==> src/rtl/intx_pkg.sv <==
package intx_pkg;

    localparam int LINES    = 4;
    localparam int WORD_W   = 32;
    localparam int LANES    = WORD_W / 8;
    localparam int STS_LSB  = 28;
    localparam int EN_LSB   = 22;
    localparam int ACK_LANE = STS_LSB / 8;
    localparam logic [WORD_W-1:0] STORE_MASK = 32'h0FFF_7F0F;

    typedef enum logic { LN_IDLE, LN_PEND } line_state_t;
    typedef enum logic { IRQ_QUIET, IRQ_RAISED } irq_state_t;

    function automatic logic [7:0] lane_mask(input int lane);
        return STORE_MASK[8*lane +: 8];
    endfunction

endpackage

==> src/rtl/intx_line_ctl.sv <==
module intx_line_ctl
    import intx_pkg::*;
(
    input  logic clk,
    input  logic rst_n,
    input  logic lvl_i,
    input  logic ack_i,
    output logic pend_o
);

    line_state_t state_q, state_d;

    always_ff @(posedge clk or negedge rst_n) begin
        if (!rst_n) state_q <= LN_IDLE;
        else        state_q <= state_d;
    end

    always_comb begin
        state_d = state_q;
        unique case (state_q)
            LN_IDLE: if (lvl_i)           state_d = LN_PEND;
            LN_PEND: if (ack_i && !lvl_i) state_d = LN_IDLE;
            default:                      state_d = LN_IDLE;
        endcase
    end

    always_comb begin
        pend_o = (state_q == LN_PEND);
    end

    AST_LEVEL_SETS: assert property (@(posedge clk) disable iff (!rst_n)
        lvl_i |=> pend_o);
    AST_ACK_CLEARS: assert property (@(posedge clk) disable iff (!rst_n)
        (ack_i && !lvl_i) |=> !pend_o);
    AST_NO_ACK_HOLDS: assert property (@(posedge clk) disable iff (!rst_n)
        (!ack_i && !lvl_i) |=> $stable(pend_o));

endmodule

==> src/rtl/intx_byte_store.sv <==
module intx_byte_store #(
    parameter logic [7:0] KEEP = 8'hFF
) (
    input  logic       clk,
    input  logic       rst_n,
    input  logic       we_i,
    input  logic [7:0] d_i,
    output logic [7:0] q_o
);

    logic [7:0] q;

    always_ff @(posedge clk or negedge rst_n) begin
        if (!rst_n)    q <= '0;
        else if (we_i) q <= d_i & KEEP;
    end

    assign q_o = q;

    AST_LANE_IDLE_STABLE: assert property (@(posedge clk) disable iff (!rst_n)
        !we_i |=> $stable(q_o));
    AST_LANE_WRITE: assert property (@(posedge clk) disable iff (!rst_n)
        we_i |=> (q_o == ($past(d_i) & KEEP)));

endmodule

==> src/rtl/intx_ctrl_reg.sv <==
module intx_ctrl_reg
    import intx_pkg::*;
(
    input  logic        clk,
    input  logic        rst_n,
    input  logic [3:0]  irq_lvl,
    input  logic        reg_wr,
    input  logic [3:0]  reg_be,
    input  logic [31:0] reg_wdata,
    output logic [31:0] reg_rdata,
    output logic        irq_out
);

    logic [LINES-1:0]  pend;
    logic [LINES-1:0]  ack;
    logic [LINES-1:0]  line_en;
    logic [WORD_W-1:0] store_q;
    logic              any_live;
    irq_state_t        irq_q, irq_d;

    // per-line pending state machines
    for (genvar n = 0; n < LINES; n++) begin : g_line
        assign ack[n] = reg_wr && reg_be[ACK_LANE] && reg_wdata[STS_LSB+n];
        intx_line_ctl u_line (
            .clk    (clk),
            .rst_n  (rst_n),
            .lvl_i  (irq_lvl[n]),
            .ack_i  (ack[n]),
            .pend_o (pend[n])
        );
    end

    // byte-lane storage for enables, masks, priority flags, wait count
    for (genvar k = 0; k < LANES; k++) begin : g_lane
        intx_byte_store #(.KEEP(lane_mask(k))) u_store (
            .clk   (clk),
            .rst_n (rst_n),
            .we_i  (reg_wr && reg_be[k]),
            .d_i   (reg_wdata[8*k +: 8]),
            .q_o   (store_q[8*k +: 8])
        );
    end

    assign line_en   = store_q[EN_LSB +: LINES];
    assign any_live  = |(pend & line_en);
    assign reg_rdata = {pend, store_q[STS_LSB-1:0]};

    // combined request state machine
    always_ff @(posedge clk or negedge rst_n) begin
        if (!rst_n) irq_q <= IRQ_QUIET;
        else        irq_q <= irq_d;
    end

    always_comb begin
        irq_d = irq_q;
        unique case (irq_q)
            IRQ_QUIET:  if (any_live)  irq_d = IRQ_RAISED;
            IRQ_RAISED: if (!any_live) irq_d = IRQ_QUIET;
            default:                   irq_d = IRQ_QUIET;
        endcase
    end

    always_comb begin
        irq_out = (irq_q == IRQ_RAISED);
    end

    AST_IRQ_RISES: assert property (@(posedge clk) disable iff (!rst_n)
        any_live |=> irq_out);
    AST_IRQ_FALLS: assert property (@(posedge clk) disable iff (!rst_n)
        !any_live |=> !irq_out);
    AST_RESERVED_ZERO: assert property (@(posedge clk) disable iff (!rst_n)
        reg_wr |=> (reg_rdata[15] == 1'b0 && reg_rdata[7:4] == 4'h0));
    AST_HALF_CLEAR: assert property (@(posedge clk) disable iff (!rst_n)
        (reg_wr && reg_be == 4'b1100 && reg_wdata[31:16] == 16'hF000 && irq_lvl == 4'h0)
        |=> (reg_rdata[31:28] == 4'h0 && reg_rdata[25:22] == 4'h0));

endmodule

==> config.mk <==
export PLATFORM = sky130hd
export DESIGN_NAME = intx_ctrl_reg
export DESIGN_NICKNAME = d
export VERILOG_FILES = /design/src/rtl/intx_pkg.sv /design/src/rtl/intx_line_ctl.sv /design/src/rtl/intx_byte_store.sv /design/src/rtl/intx_ctrl_reg.sv
export SDC_FILE = /design/constraint.sdc
export NUM_CORES = 1
export LEC_CHECK = 0
export ABC_CLOCK_PERIOD_IN_PS = 800
export BUFFER_PORTS_ARGS = -buffer_cell sky130_fd_sc_hd__buf_2
export CAP_MARGIN = 15
export CORE_MARGIN = 2
export CORE_UTILIZATION = 42
export DETAILED_ROUTE_END_ITERATION = 12
export HOLD_SLACK_MARGIN = 0.15
export PLACE_DENSITY_LB_ADDON = 0.08
export SLEW_MARGIN = 20
export SYNTH_ARGS = -nofsm -noshare
export SYNTH_HDL_FRONTEND = slang
export SYNTH_SLANG_ARGS = --single-unit
==> constraint.sdc <==
create_clock -name clk -period 0.8 [get_ports clk]
set_input_delay 0 -clock clk [delete_from_list [all_inputs] [get_ports clk]]
set_output_delay 0 -clock clk [all_outputs]
set_load 0.1 [all_outputs]
==> results of run 1 <==
==> cells in the mapped netlist (all sizes together) <==
| cell type | count | area [µm²] |
|---|---|---|
| buf | 10 | 78.8 |
| a22oi | 2 | 15.0 |
| nand3 | 4 | 20.0 |
| nand2 | 5 | 66.3 |
| conb | 1 | 3.75 |
| a21o | 4 | 30.0 |
| mux2 | 23 | 345 |
| dfrtp | 28 | 701 |
==> through the flow <==
stage          hold WS, ns  setup WS, ns  cells
3_5_place_dp       -0.0907       -0.0849    197
3_3_place_gp       -0.0955       -0.0371    197
2_1_floorplan       -0.296        -0.221     81
==> logic make-up after synthesis <==
group                  share of synthesized area [%]
buffers and inverters                           6.26
other                                          0.298
muxes                                           27.4
and+or+nand+nor                                 6.85
AOI/OAI and AO/OA                               3.57
DFF                                             55.6
==> flow_metrics.env, run 1 <==
export IMPL_error="[ERROR DPL-0038] Utilization greater than 100%, impossible to legalize"
export IMPL_synth_yosys_warnings=0
export IMPL_dpl_cell_area_mm2=0.00232
export IMPL_run_status="did not finish"
export IMPL_numClockSinks=28
export IMPL_syn_avg_cell_area_um2=16.4
export IMPL_place_gp_congestion=0.736
export IMPL_floorplan_initialDensity_pct=44.9
export IMPL_cts_repair_timing_setup_buffer_count=9
export IMPL_placement_io_buffers=65
export IMPL_fp_dieW_um=58.8
export IMPL_clockBufferDepth=2
export IMPL_cts_hold_buffers=32
export IMPL_cts_htree_levels=1
export IMPL_syn_area_mm2=0.00126
export IMPL_cts_root_buf="sky130_fd_sc_hd__clkbuf_4"
export IMPL_die_height_um=58.8
export IMPL_flow_stopped_at="clock tree synthesis (4_1_cts)"
export IMPL_num_io_pins=76
export IMPL_rows=19
export IMPL_yosysSeqAreaShare_pct=55.6
export IMPL_synthesis_instances=77
export IMPL_hpwlAfterDp_mm=2.45
export IMPL_post_cts_resized=34
export IMPL_synth_cell_types=11
export IMPL_cts_buffers=3
export IMPL_synth_seq_cells=28
==> run 2, diff against run 1 <==
- CORE_AREA: default -> 2 2 63 65
- CORE_MARGIN: 2 -> default
- CORE_UTILIZATION: 42 -> default
- DIE_AREA: default -> 0 0 65 67
- HOLD_SLACK_MARGIN: 0.15 -> default
- PLACE_DENSITY_LB_ADDON: 0.08 -> 0.15
==> flow_metrics.env, run 2 <==
export IMPL_run_status="finished, violations left"
export IMPL_cpPeakStageDelay_ns=0.50
export IMPL_power_ir_vdd_worst_mv=2.11
export IMPL_timing_hold_violations_final=0
export IMPL_yosysSeqAreaShare_pct=55.6
export IMPL_leading_cell_types_in_the_layout_fill_and_taps_excluded="sky130_fd_sc_hd__buf_2, sky130_fd_sc_hd__buf_6, sky130_fd_sc_hd__dlygate4sd3_1, sky130_fd_sc_hd__buf_12"
export IMPL_synthDominantAreaCellType="sky130_fd_sc_hd__dfrtp_1"
export IMPL_cts_tree="done"
export IMPL_final_setup_worst_slack_ns=-0.250
export IMPL_share_of_synthesized_area_spent_on_multiplexers_pct=27.4
export IMPL_floorplan_initialDensity_pct=34.9
export IMPL_rows=22
export IMPL_die_area_mm2=0.00436
export IMPL_first_pass_grt_wire_length_mm=5.80
export IMPL_grt_overflow_total=0
export IMPL_numClockSinks=28
export IMPL_grt_pass1_vias=1255
export IMPL_hpwlAfterDp_mm=2.20
export IMPL_layoutNonFillerInstCount=256
export IMPL_drt_pre_antenna_iters=2
export IMPL_num_vias=1082
export IMPL_drt_total_wl_mm=3.58
export IMPL_maxClockFrequency_ghz=0.952
export IMPL_syn_avg_cell_area_um2=16.4
export IMPL_cts_root_buf="sky130_fd_sc_hd__clkbuf_8"
export IMPL_cell_types_with_the_largest_area_share_after_synthesis="sky130_fd_sc_hd__dfrtp_1, sky130_fd_sc_hd__mux2_4, sky130_fd_sc_hd__buf_4, sky130_fd_sc_hd__nand2_8, sky130_fd_sc_hd__a21o_1"
export IMPL_final_common_cell="sky130_fd_sc_hd__buf_2"
export IMPL_fraction_of_synthesized_cell_area_taken_by_the_top_area_cell_type_pct=55.6
export IMPL_end_kind="output pin"
export IMPL_synth_top_family_by_area="multiplexers"
export IMPL_finish_utilization_pct=79.7
export IMPL_cell_types_with_the_highest_counts_after_synthesis="sky130_fd_sc_hd__dfrtp_1, sky130_fd_sc_hd__mux2_4, sky130_fd_sc_hd__buf_4"
export IMPL_drt_initial_drc_count=14
export IMPL_final_antenna_net_count=0
export IMPL_fin_setup_tns_ns=-8.34
export IMPL_synth_enable_flop_cells=0
export IMPL_dpl_cell_area_mm2=0.00232
export IMPL_place_gp_congestion=0.743
export IMPL_cts_htree_levels=1
export IMPL_failed_checks="negative setup slack"
export IMPL_layout_min_cycle_time_ns=1.05
export IMPL_worstSkewPairLatency_ns=0.27
export IMPL_max_cap_viol_count=0
export IMPL_clockBufferDepth=2
export IMPL_groute_usage_overall_pct=17.9
export IMPL_num_io_pins=76
export IMPL_drive_above_1_share_pct=76.9
export IMPL_clkSlewWorstSetupHoldPaths_ns=0.09
export IMPL_worst_setup_path_start_kind="register"
export IMPL_synth_adder_area_share_pct=0
export IMPL_critical_path_slowest_cell="sky130_fd_sc_hd__dfrtp_4"
export IMPL_drc=0
export IMPL_synth_yosys_warnings=0
export IMPL_hold_ws_ns=0.0418
export IMPL_synth_xor_xnor_area_share_pct=0
export IMPL_yosys_most_used_dff="sky130_fd_sc_hd__dfrtp_1"
export IMPL_route_top_layer_used="met4"
export IMPL_syn_area_mm2=0.00126
export IMPL_pwr_density_cell_mw_per_mm2=2200
export IMPL_placement_io_buffers=65
export IMPL_final_min_period_over_clock_period_pct=131
export IMPL_finalInstanceArea_mm2=0.00287
export IMPL_path_class_of_the_lowest_slack_min_delay_path="input pin to register"
export IMPL_placed_cells_incl_taps=213
export IMPL_layout_nets=252
export IMPL_largest_reg_flops=23
export IMPL_cp_arrival_ns=1.05
export IMPL_cp_required_ns=0.80
export IMPL_worst_path_max_fanout=2
export IMPL_floorplan_core_area_mm2=0.00361
export IMPL_setup_worst_path_class="register to output pin"
export IMPL_dr_wl_met2_mm=1.89
export IMPL_report_final_setup_viol=52
export IMPL_post_drt_via_cell_ratio=4.23
export IMPL_grt_setup_unrepaired="yes"
export IMPL_yosysMostFrequentCell="sky130_fd_sc_hd__dfrtp_1"
export IMPL_diodes=0
export IMPL_routedLengthMet1_mm=1.46
export IMPL_avgRoutedWirePerCell_um=14.0
export IMPL_antenna_found_initial=0
export IMPL_grt_start_max_net_pins=29
export IMPL_synth_cell_types=11
export IMPL_synth_seq_cells=28
export IMPL_wl_met3_um=197
export IMPL_timing_critical_path_cells="buf_6 > buf_12"
export IMPL_critical_path_top_delay_family="flip-flops"
export IMPL_synthesis_instances=77
export IMPL_fp_dieW_um=65
export IMPL_synth_compound_area_share_pct=3.57
export IMPL_flow_area_growth_from_synthesis_pct=128
export IMPL_die_height_um=67
export IMPL_cts_buffers=3
export IMPL_static_leakage_power_nw=1.36
export IMPL_timing_max_transition_violations_final=0
export IMPL_worst_path_buf_inv=2
export IMPL_post_synth_and_or_nand_nor_area_fraction_pct=6.85
export IMPL_worst_clock_skew_ns=0.00111
export IMPL_synthArstFlopShare_pct=100
[run 2: cell counts after synthesis]
Identical to the previous run, type by type.
[run 2: worst paths after layout]
kind / startpoint / end / slack [ns] / cells after the start
min: reg_wdata[28] / g_line[0].u_line.pend_o / 0.04 / 3
max in group asynchronous: rst_n / g_lane[1].u_store.q_o[2] / 0.25 / 3
max: g_lane[3].u_store.q_o[1] / reg_rdata[25] / -0.25 / 2
min in group asynchronous: rst_n / g_lane[3].u_store.q_o[2] / 0.25 / 3
max reg2reg: g_lane[3].u_store.q_o[0] / g_lane[3].u_store.q_o[0] / -0.19 / 2
min reg2reg: g_lane[0].u_store.q_o[1] / g_lane[0].u_store.q_o[1] / 0.58 / 1
[run 2: cells by family (layout without fill, tap and decap cells)]
logic type	count (synthesis)	count (layout)
and+or+nand+nor	9	9
AOI/OAI and AO/OA	6	6
DFF	28	28
buffers and inverters	10	137
muxes	23	23
other	1	5
[run 2: metal layers]
| metal | up-vias | global-route usage [%] |
|---|---|---|
| li1 | 512 | - |
| met1 | 525 | 20.6 |
| met2 | 41 | 32.1 |
| met3 | 4 | 5.74 |
| met4 | 0 | 4.26 |
| met5 | - | 0 |
[run 2: worst min-delay path: stages]
cell and delay [ns]:
sky130_fd_sc_hd__buf_2 0.10, sky130_fd_sc_hd__nand3_1 0.08, sky130_fd_sc_hd__a21o_1 0.11
[run 2: layout make-up]
| class | instances | area [µm²] |
|---|---|---|
| flip-flops and latches | 28 | 788 |
| repair buffers | 133 | 1470 |
| multi-input cells | 43 | 500 |
| fillers | 205 | 733 |
| well taps | 48 | 60.1 |
| clock buffers | 4 | 55.1 |
[run 2: timing repair]
item                                    in CTS  in global routing
resized for setup                           28                  7
cloned                                       0                  0
buffers inserted                             9                  1
hold buffers                                29                  0
endpoints found under the setup margin      52                 56
endpoints found under the hold margin       55                  0
[run 2: where the power goes]
part / total [W] / internal, W / switching, W
Sequential: 0.00187 / 0.00171 / 0.000159
Clock: 0.000871 / 0.000441 / 0.000431
Combinational: 0.00357 / 0.00159 / 0.00198
Total: 0.00632 / 0.00374 / 0.00257
[run 2: metrics by stage]
stage | power (W) | setup slack (ns)
finish | 0.00632 | -0.250
global placement | 0.00507 | -0.0556
floorplan | 0.00375 | -0.221
CTS | 0.00632 | -0.255
detailed placement | 0.00510 | -0.0672
global route | 0.00655 | -0.284
Power figures use the tool's default switching activity.
==> run 3, diff against run 2 <==
- REMOVE_ABC_BUFFERS: default -> 1
==> flow_metrics.env, run 3 (synthesis gave the netlist of run 2 again) <==
export IMPL_first_pass_grt_wire_length_mm=5.98
export IMPL_numClockSinks=28
export IMPL_use_met1_pct=21.5
export IMPL_register_area_um2=701
export IMPL_globalRoute_busiestLayer="met2"
export IMPL_setup_worst_path_class="register to output pin"
export IMPL_max_cap_viol_count=0
export IMPL_drc=0
export IMPL_run_status="finished, violations left"
export IMPL_worst_path_max_fanout=2
export IMPL_placement_io_buffers=65
export IMPL_largest_reg_flops=23
export IMPL_grt_overflow_total=0
export IMPL_power_sequential_fraction_pct=28.3
export IMPL_floorplan_initialDensity_pct=34.9
export IMPL_cp_required_ns=0.80
export IMPL_clkSlewWorstSetupHoldPaths_ns=0.09
export IMPL_num_io_pins=76
export IMPL_total_power_of_the_final_layout_w=0.00624
export IMPL_worst_clock_skew_ns=0.00310
export IMPL_comb_power_share_pct=57.8
export IMPL_diodes=0
export IMPL_die_area_mm2=0.00436
export IMPL_cts_buffers=3
export IMPL_timing_reg2reg_setup_slack_ns=-0.11
export IMPL_floorplan_core_area_mm2=0.00361
export IMPL_drt_total_wl_mm=3.56
export IMPL_grt_pass1_vias=1251
export IMPL_layout_nets=254
export IMPL_worst_setup_path_start_kind="register"
export IMPL_maxClockFrequency_ghz=1.03
export IMPL_grt_setup_unrepaired="yes"
export IMPL_p_sw_w=0.00258
export IMPL_final_antenna_net_count=0
export IMPL_layout_min_cycle_time_ns=0.971
export IMPL_post_drt_via_cell_ratio=4.28
export IMPL_intPower_w=0.00365
export IMPL_power_ir_vdd_worst_mv=1.51
export IMPL_hpwlAfterDp_mm=2.46
export IMPL_antenna_found_initial=0
export IMPL_fill_cells=213
export IMPL_leading_cell_types_in_the_layout_fill_and_taps_excluded="sky130_fd_sc_hd__buf_2, sky130_fd_sc_hd__buf_6, sky130_fd_sc_hd__buf_12"
export IMPL_end_kind="output pin"
export IMPL_drt_pre_antenna_iters=4
export IMPL_failed_checks="negative setup slack"
export IMPL_rows=22
export IMPL_hold_path_end="g_line[3].u_line.pend_o"
export IMPL_power_switching_fraction_pct=41.4
export IMPL_critical_path_slowest_cell="sky130_fd_sc_hd__dfrtp_1"
export IMPL_static_leakage_power_nw=1.39
export IMPL_worst_r2r_path_depth=2
export IMPL_cp_arrival_ns=0.97
export IMPL_finish_utilization_pct=77.8
export IMPL_final_common_cell="sky130_fd_sc_hd__buf_2"
export IMPL_die_height_um=67
export IMPL_drt_initial_drc_count=26
export IMPL_groute_usage_overall_pct=18.4
export IMPL_report_final_setup_viol=41
export IMPL_drive_above_1_share_pct=66.7
export IMPL_timing_max_transition_violations_final=0
export IMPL_grt_util_met3_pct=3.72
export IMPL_timing_critical_path_cells="buf_6 > buf_12"
export IMPL_timing_hold_worst_start="reg_wdata[31]"
export IMPL_cts_htree_levels=1
export IMPL_worst_hold_path_num_cells=3
export IMPL_crit_reg2reg_capture="g_lane[2].u_store.q_o[6]"
export IMPL_avgRoutedWirePerCell_um=13.8
export IMPL_pwr_density_cell_mw_per_mm2=2220
export IMPL_flow_area_growth_from_synthesis_pct=123
export IMPL_worstSkewPairLatency_ns=0.27
export IMPL_grt_start_max_net_pins=16
export IMPL_crit_path_start="g_line[2].u_line.pend_o"
export IMPL_placed_cells_incl_taps=212
export IMPL_pre_cts_slack_ns=-0.00724
export IMPL_timing_hold_violations_final=0
export IMPL_place_gp_congestion=0.685
export IMPL_cpPeakStageDelay_ns=0.42
export IMPL_path_class_of_the_lowest_slack_min_delay_path="input pin to register"
export IMPL_num_vias=1105
export IMPL_fp_dieW_um=65
export IMPL_multiInputGateArea_um2=505
export IMPL_final_min_period_over_clock_period_pct=121
export IMPL_share_clk_of_total_power_pct=13.9
export IMPL_layoutNonFillerInstCount=258
export IMPL_final_setup_worst_slack_ns=-0.171
export IMPL_cts_root_buf="sky130_fd_sc_hd__clkbuf_8"
export IMPL_worstReg2RegStart="g_lane[2].u_store.q_o[6]"
export IMPL_cts_tree="done"
export IMPL_global_route_usage_met2_pct=34.0
export IMPL_clockBufferDepth=2
[run 3: cell types whose count changed in the layout (fill, tap and decap cells not counted), moves of 3 or more]
cell / previous run / this run
sky130_fd_sc_hd__buf_6: 34 / 31
sky130_fd_sc_hd__buf_4: 4 / 9
sky130_fd_sc_hd__dfrtp_1: 4 / 28
sky130_fd_sc_hd__dfrtp_4: 23 / 0
[run 3: worst max-delay path by stage]
stage / endpoint / slack, ns
2_1_floorplan: irq_out / -0.48
3_3_place_gp: g_lane[2].u_store.q_o[6] / 0.001
6_report: reg_rdata[30] / -0.17
5_1_grt: reg_rdata[3] / -0.22
3_5_place_dp: g_lane[2].u_store.q_o[1] / -0.007
4_1_cts: reg_rdata[3] / -0.18
[run 3: worst max-delay path, delay by kind of cell, from the launching register on]
kind,cells,cell delay (ns)
flops,1,0.42
buf+inv,2,0.28
[run 3: repair_timing]
item	CTS	global route
setup buffers	15	1
endpoints found under the hold margin	55	0
hold buffers	28	0
resized for setup	25	8
pin swaps	1	1
setup endpoints to repair	29	48
[run 3: through the flow]
step | setup TNS (ns) | hold WS (ns) | cell area [µm²]
after floorplan | -15.16 | -0.296 | 1200
after global placement | 0 | -0.0791 | 2240
after detailed placement | -0.0526 | -0.0763 | 2240
after CTS | -5.27 | 0.0131 | 2770
after global routing | -6.86 | 0.0243 | 2800
final | -5.29 | 0.0134 | 2800
[run 3: per-layer routing]
layer	wire [µm]	up-vias	part of all wire, %
met5	0	-	0
met4	46	0	1.3
met3	168	6	4.7
met2	1980	39	56
met1	1370	539	38
li1	-	521	-
[run 3: layout make-up]
type / count / area share, %
Timing Repair Buffer: 135 / 52.9
Sequential cell: 28 / 25.0
Multi-Input combinational cell: 43 / 18.0
Tap cell: 48 / 2.14
Clock buffer: 4 / 1.96
[run 3: power by group through the flow]
stage	clock network [W]	registers [W]	logic, W
floorplan	0	0.00313	0.000441
global placement	0	0.00174	0.00321
detailed placement	0	0.00176	0.00324
CTS	0.000893	0.00175	0.00358
global route	0.000994	0.00179	0.00372
finish	0.000867	0.00177	0.00360
==> run 4, diff against run 3 <==
- SETUP_SLACK_MARGIN: default -> 0.15
==> flow_metrics.env, run 4 (synthesis gave the netlist of run 2 again) <==
export IMPL_timing_max_transition_violations_final=0
export IMPL_intPower_w=0.00361
export IMPL_first_pass_grt_wire_length_mm=5.55
export IMPL_cts_hold_buffers=5
export IMPL_cp_arrival_ns=0.97
export IMPL_leading_cell_types_in_the_layout_fill_and_taps_excluded="sky130_fd_sc_hd__buf_2, sky130_fd_sc_hd__buf_6, sky130_fd_sc_hd__buf_12"
export IMPL_worst_clock_skew_ns=0.000865
export IMPL_comb_power_share_pct=57.6
export IMPL_path_class_of_the_lowest_slack_min_delay_path="input pin to register"
export IMPL_clockBufferDepth=2
export IMPL_drive_above_1_share_pct=75.0
export IMPL_timing_hold_violations_final=23
export IMPL_drt_pre_antenna_iters=5
export IMPL_share_clk_of_total_power_pct=13.8
export IMPL_fin_setup_tns_ns=-5.22
export IMPL_grt_setup_unrepaired="yes"
export IMPL_wl_met3_um=222
export IMPL_end_kind="output pin"
export IMPL_layout_min_cycle_time_ns=0.972
export IMPL_total_power_of_the_final_layout_w=0.00616
export IMPL_worstSkewPairLatency_ns=0.27
export IMPL_avgRoutedWirePerCell_um=14.0
export IMPL_flow_area_growth_from_synthesis_pct=107
export IMPL_post_drt_via_cell_ratio=4.35
export IMPL_place_gp_congestion=0.685
export IMPL_route_top_layer_used="met4"
export IMPL_worst_setup_path_start_kind="register"
export IMPL_failed_checks="negative hold slack, negative setup slack"
export IMPL_max_cap_viol_count=0
export IMPL_static_leakage_power_nw=1.31
export IMPL_final_antenna_net_count=0
export IMPL_die_height_um=67
export IMPL_numClockSinks=28
export IMPL_setup_worst_path_class="register to output pin"
export IMPL_die_area_mm2=0.00436
export IMPL_layoutNonFillerInstCount=236
export IMPL_cts_htree_levels=1
export IMPL_grt_overflow_total=0
export IMPL_drt_total_wl_mm=3.30
export IMPL_largest_reg_flops=23
export IMPL_pwr_density_cell_mw_per_mm2=2370
export IMPL_final_min_period_over_clock_period_pct=121
export IMPL_grt_start_max_net_pins=16
export IMPL_cts_buffers=3
export IMPL_groute_usage_overall_pct=17.3
export IMPL_drc=0
export IMPL_cts_tree="done"
export IMPL_power_ir_vdd_worst_mv=1.49
export IMPL_fp_dieW_um=65
export IMPL_pre_cts_slack_ns=-0.00724
export IMPL_maxClockFrequency_ghz=1.03
export IMPL_hold_ws_ns=-0.0447
export IMPL_report_final_setup_viol=40
export IMPL_placed_cells_incl_taps=212
export IMPL_antenna_found_initial=0
export IMPL_power_sequential_fraction_pct=28.6
export IMPL_routedLengthMet1_mm=1.17
export IMPL_cpPeakStageDelay_ns=0.42
export IMPL_timing_critical_path_cells="buf_6 > buf_12"
export IMPL_diodes=0
export IMPL_p_sw_w=0.00255
export IMPL_cts_root_buf="sky130_fd_sc_hd__clkbuf_8"
export IMPL_run_status="finished, violations left"
export IMPL_critical_path_slowest_cell="sky130_fd_sc_hd__dfrtp_1"
export IMPL_cp_required_ns=0.80
export IMPL_placement_io_buffers=65
export IMPL_floorplan_core_area_mm2=0.00361
export IMPL_num_io_pins=76
export IMPL_power_switching_fraction_pct=41.4
export IMPL_grt_pass1_vias=1132
export IMPL_dr_wl_met2_mm=1.90
export IMPL_rows=22
export IMPL_num_vias=1027
export IMPL_floorplan_initialDensity_pct=34.9
export IMPL_clkSlewWorstSetupHoldPaths_ns=0.09
export IMPL_drt_initial_drc_count=7
export IMPL_hpwlAfterDp_mm=2.46
export IMPL_layout_nets=232
export IMPL_worst_path_max_fanout=2
export IMPL_final_setup_worst_slack_ns=-0.172
## run 4: area by class of cell
type                            instances  area (µm²)
Timing Repair Buffer                  113        1280
Tap cell                               48        60.1
Fill cell                             244        1000
Clock buffer                            4        55.1
Sequential cell                        28         701
Multi-Input combinational cell         43         505
## run 4: stage by stage
stage          area, µm²  util [%]  hold slack [ns]
6_report            2600      72.2          -0.0447
5_1_grt             2600      72.2          -0.0666
4_1_cts             2590      71.8          -0.0534
3_5_place_dp        2240      62.0          -0.0763
3_3_place_gp        2240      62.0          -0.0791
2_1_floorplan       1200         -           -0.296
## run 4: timing repair
action	4_1_cts	5_1_grt
setup buffers	15	0
endpoints found under the setup margin	56	56
pin swaps	1	2
gates resized for setup	35	4
hold endpoints to repair	55	23
gates cloned	0	0
## run 4: worst paths after layout
path | start | to | slack (ns) | cells after the start
max | g_lane[2].u_store.q_o[6] | reg_rdata[22] | -0.17 | 2
min | reg_wdata[20] | g_lane[2].u_store.q_o[4] | -0.04 | 2
max reg2reg | g_lane[2].u_store.q_o[6] | g_lane[2].u_store.q_o[6] | -0.10 | 2
min reg2reg | g_lane[2].u_store.q_o[0] | g_lane[2].u_store.q_o[0] | 0.54 | 1
max in group asynchronous | rst_n | g_line[3].u_line.pend_o | 0.25 | 3
min in group asynchronous | rst_n | g_lane[0].u_store.q_o[1] | 0.16 | 2
## run 4: power groups by stage
stage / clock network, W / logic, W / registers [W]
3_3_place_gp: 0 / 0.00321 / 0.00174
3_5_place_dp: 0 / 0.00324 / 0.00176
4_1_cts: 0.000893 / 0.00356 / 0.00175
6_report: 0.000850 / 0.00355 / 0.00176
5_1_grt: 0.000975 / 0.00366 / 0.00179
2_1_floorplan: 0 / 0.000441 / 0.00313
## run 4: worst max-delay path: cells and delay by family, from the launching register on
family | cells | cell delay (ns)
buffers and inverters | 2 | 0.28
DFF | 1 | 0.42
## run 4: metal layers
layer / global-route usage [%] / vias up
li1: - / 476
met1: 19.1 / 510
met2: 33.0 / 39
met3: 4.39 / 2
met4: 3.99 / 0
met5: 0 / -
